File: src/rtl/adc_scan_seq.sv
module adc_scan_seq #(
  parameter int NCH    = 8,
  parameter int RES_W  = 10,
  parameter int GRP_SZ = 4,
  localparam int CH_W  = $clog2(NCH),
  localparam int CNT_W = $clog2(GRP_SZ)
) (
  input  logic             clk,
  input  logic             rst_n,
  input  logic             ctl_we,
  input  logic             ctl_start,
  input  logic             ctl_grp,
  input  logic [CNT_W-1:0] ctl_cnt,
  input  logic             ctl_ie,
  input  logic             flag_clr,
  input  logic             tmr_trig,
  input  logic             ext_trig,
  output logic [CH_W-1:0]  conv_ch,
  output logic             conv_go,
  input  logic             conv_done,
  input  logic [RES_W-1:0] conv_res,
  input  logic [CH_W-1:0]  rd_ch,
  output logic [RES_W-1:0] rd_data,
  output logic             run,
  output logic             eos_flag,
  output logic             irq
);

  logic             grp_q, ie_q;
  logic [CNT_W-1:0] cnt_q;
  logic [CH_W-1:0]  base_s, last_s;
  logic [RES_W-1:0] data_q [NCH];

  wire             stop     = ctl_we & ~ctl_start;
  wire             kick     = ~run & ~stop & ((ctl_we & ctl_start) | tmr_trig | ext_trig);
  wire             new_grp  = ctl_we ? ctl_grp : grp_q;
  wire [CNT_W-1:0] new_cnt  = ctl_we ? ctl_cnt : cnt_q;
  wire [CH_W-1:0]  new_base = new_grp ? CH_W'(GRP_SZ) : '0;
  wire             accept   = run & ~stop & conv_done & ~conv_go;
  wire             at_last  = (conv_ch == last_s);

  always_ff @(posedge clk) begin
    if (!rst_n) begin
      grp_q   <= 1'b0;
      cnt_q   <= '0;
      ie_q    <= 1'b0;
      run     <= 1'b0;
      conv_go <= 1'b0;
      conv_ch <= '0;
      base_s  <= '0;
      last_s  <= '0;
    end else begin
      if (ctl_we) begin
        grp_q <= ctl_grp;
        cnt_q <= ctl_cnt;
        ie_q  <= ctl_ie;
      end
      conv_go <= 1'b0;
      if (stop) begin
        run <= 1'b0;
      end else if (kick) begin
        run     <= 1'b1;
        base_s  <= new_base;
        last_s  <= new_base + CH_W'(new_cnt);
        conv_ch <= new_base;
        conv_go <= 1'b1;
      end else if (accept) begin
        conv_go <= 1'b1;
        conv_ch <= at_last ? base_s : conv_ch + 1'b1;
      end
    end
  end

  always_ff @(posedge clk) begin
    if (!rst_n)
      eos_flag <= 1'b0;
    else if (accept && at_last)
      eos_flag <= 1'b1;
    else if (flag_clr)
      eos_flag <= 1'b0;
  end

  always_ff @(posedge clk) begin
    if (!rst_n) begin
      for (int i = 0; i < NCH; i++) data_q[i] <= '0;
    end else if (accept) begin
      data_q[conv_ch] <= conv_res;
    end
  end

  assign rd_data = data_q[rd_ch];
  assign irq     = eos_flag & ie_q;

endmodule


File: config.mk
export PLATFORM = sky130hd
export DESIGN_NAME = adc_scan_seq
export DESIGN_NICKNAME = d
export VERILOG_FILES = /design/src/rtl/adc_scan_seq.sv
export SDC_FILE = /design/constraint.sdc
export NUM_CORES = 1
export LEC_CHECK = 0
export BUFFER_PORTS_ARGS = -buffer_cell sky130_fd_sc_hd__buf_2
export CAP_MARGIN = 20
export CORE_ASPECT_RATIO = 1.25
export CORE_MARGIN = 1
export CORE_UTILIZATION = 55
export DETAILED_ROUTE_END_ITERATION = 8
export PLACE_DENSITY_LB_ADDON = 0.3
export SLEW_MARGIN = 20
export SYNTH_ARGS = -nofsm -noshare
export SYNTH_HDL_FRONTEND = slang
export SYNTH_SLANG_ARGS = --single-unit
File: constraint.sdc
create_clock -name clk -period 2.2 [get_ports clk]
set_input_delay 0.22 -clock clk [delete_from_list [all_inputs] [get_ports clk]]
set_output_delay 0.22 -clock clk [all_outputs]
set_load 0.05 [all_outputs]
==> impl_metrics.toml <==
[cts]
h-tree-depth = 3
cts_resized = 0
root_buffer = "clkbuf_8"
cts_tree = "built"
cts_buffer_depth = 2
numCtsBuffers = 9
cts_num_sinks = 93
hold_buffers = 0
clk_latency_ps = 360
postCtsSetupBuffers = 0
path_clk_slew_ps = 90

[floorplanning]
die_x_um = 81.24
rows = 35
core_area_mm2 = 0.007488
top_level_ports = 42
die_y_um = 101.1
initial_core_util = 0.5764
die_area_mm2 = 0.008209

[sta]
fin_worst_skew_ps = 8.261
hold_viol_final = 0
fmax_mhz = 502.0
tightestPinTransition_ps = 437.0
fin_ws_ps = 208.1
layout_min_cycle_time_ps = 1992
slew_headroom = 0.7087
hold_ws_ps = 134.6
maxSlewViolCount = 0
setup_viol = 0
rsz0062_at_grt = "no"
setup_tns_ps = 0
period_share = 0.9054

[finish]
design_area_mm2 = 0.004916
finalNetCount = 367
fin_util = 0.6565
area_delta_synth_final_pct = 13.88
drive_gt1_frac = 0.2832
fillers = 557

[drt]
drc = 0
ant_nets = 0
detail_route.iter0.violations = 229
routed_wl_um = 8663
dr_wl_met3_um = 405
top_layer = "met4"
vias = 2506
first_pass_iters = 4
routed-wl-met2_um = 4716
vias_per_cell = 5.708
wl_per_cell_um = 19.73
met1Wirelength_um = 3245

[synth]
yosysSeqAreaShare = 0.6168
netlist_area_mm2 = 0.004317
synthCells = 281
ys_types = 35
synth_edf_count = 80
synth_top_area_frac = 0.5565
synth_common_cells = "and2_1 (82), edfxtp_1 (80), mux4_1 (15)"
ys_async_sr_fraction = 0
ys.flop_type = "edfxtp_1"
ys_seq_elements = 93
synth.area.top_cells = "edfxtp_1 (56%), and2_1 (12%), mux4_1 (9.1%), dfxtp_1 (6.0%), mux2_2 (2.6%)"
yosysTopAreaCell = "edfxtp_1"
avgSynthCellArea_um2 = 15.36
synth_most_common_cell = "and2_1"
ys_warn_count = 0
syn_nets = 307

[grt]
grt_pass1_wl_um = 13520
grt.total_usage = 0.2420
antenna_found_initial = 1
overflow = 0
grt_start_max_net_pins = 21
first_global_vias = 2590

[placed_design]
dp_slack_ps = 369.6
gp_congestion = 0.7517
hpwl_um = 6086
place_area_mm2 = 0.004738
port_buffers = 41

[setup_path]
r2r_cells = 5
worstSetupEndpoint = "rd_data[1]"
critical_path_class = "reg2out"
crit_path_max_incr_delay_ps = 510
cp.buffers_inverters = 1
critPathLaunchType = "flip-flop"
cp.required_ps = 1980
slowest_stage = "mux4_1"
reg2reg_setup_slack_ps = 420
crit_cells = 3
cp_cell_sequence = "mux4_1, mux2_2, buf_2"
cp.arrival_ps = 1770
startpoint = "data_q[0][1]$_SDFFCE_PN0P_"
r2r-start = "run$_SDFFE_PP0N_"
crit_family = "multiplexers"
setup.worst_path.end_class = "primary output"
path_max_fanout = 1
r2r-end = "data_q[0][2]$_SDFFCE_PN0P_"

[pwr]
p_leak_nw = 2.009
pwr_density_cell_mw_per_mm2 = 698.8
peakVddDrop_mv = 0.4695

[worst_hold_path]
hold_path_class = "in2reg"
hold_start = "ctl_ie"

[outcome]
outcome = "finished, final reports clean"

[job]
drv_cap = 0
-- cell families (layout without fill, tap and decap cells) --
group	count (synthesis)	after routing	synth area share
and+or+nand+nor	119	119	0.1728
xor gates and xnor gates	4	4	0.008115
buffers and inverters	13	78	0.01797
muxes	35	35	0.1551
other	0	1	0
AOI/OAI and AO/OA	16	16	0.02638
adders and majority gates	1	1	0.002898
DFF	93	93	0.6168
-- layout make-up --
type,instances,area [um2],share of cell area
antenna,1,2.502,0.0005090
clock buffer,10,127.6,0.02596
timing repair buffer,61,380.4,0.07737
tap,92,115.1,0.02342
sequential,93,2663,0.5416
clock inverter,6,47.55,0.009672
multi-input combinational,175,1577,0.3207
inverter,1,3.754,0.0007636
-- per-layer routing --
metal | GRT usage | up-vias
met5 | 0 | -
met1 | 0.2557 | 1240
met2 | 0.4370 | 74
li1 | - | 1168
met3 | 0.06063 | 24
met4 | 0.1223 | 0
-- state kept, by name (all words and copies together) (netlist names) --
name      cells
cnt_q         2
base_s        1
eos_flag      1
run           1
last_s        2
conv_go       1
conv_ch       3
data_q       80
ie_q          1
grp_q         1
-- tightest hold or removal path: stages --
cell and delay [ps]:
buf_2 70, mux2i_1 60, nor2b_1 110
-- per-stage QoR --
step                power [mW]  cells
finish                   3.436    439
global route             3.541    439
CTS                      3.450    438
global placement         2.438    422
floorplan                2.314    281
detailed placement       2.449    422
-- power breakdown --
group          switching [mW]  internal, mW
logic                   0.246         0.154
clock network           0.611         0.421
registers              0.0284          1.98
total                   0.886          2.55
-- worst min-delay path by stage --
| stage | depth (start not counted) | slack, ps | endpoint |
|---|---|---|---|
| global placement | 2 | 470 | run$_SDFFE_PP0N_ |
| detailed placement | 2 | 480 | run$_SDFFE_PP0N_ |
| floorplan | 2 | 390 | ie_q$_SDFFE_PN0P_ |
| global route | 3 | 130 | ie_q$_SDFFE_PN0P_ |
| CTS | 3 | 120 | ie_q$_SDFFE_PN0P_ |
| finish | 3 | 130 | ie_q$_SDFFE_PN0P_ |
-- cell usage in the layout (no fill, tap or decap), drive strengths merged --
master,netlist,routed
a211oi,1,1
nand2,7,7
nand4,1,1
ha,1,1
clkinvlp,0,1
nand2b,6,6
edfxtp,80,80
and2,82,82
nor3,5,5
dfxtp,13,13
mux2i,5,5
o211a,2,2
o311a,1,1
nor2b,6,6
xor2,4,4
nand4b,1,1
and3b,1,1
a21bo,1,1
o21ai,6,6
diode,0,1
mux4,20,20
mux2,10,10
nor2,8,8
buf,7,61
inv,1,3
clkinv,0,3
or3,1,1
o21a,1,1
nand3b,1,1
a21oi,4,4
clkbuf,5,10
No activity file was read; power rests on OpenSTA's default activity.
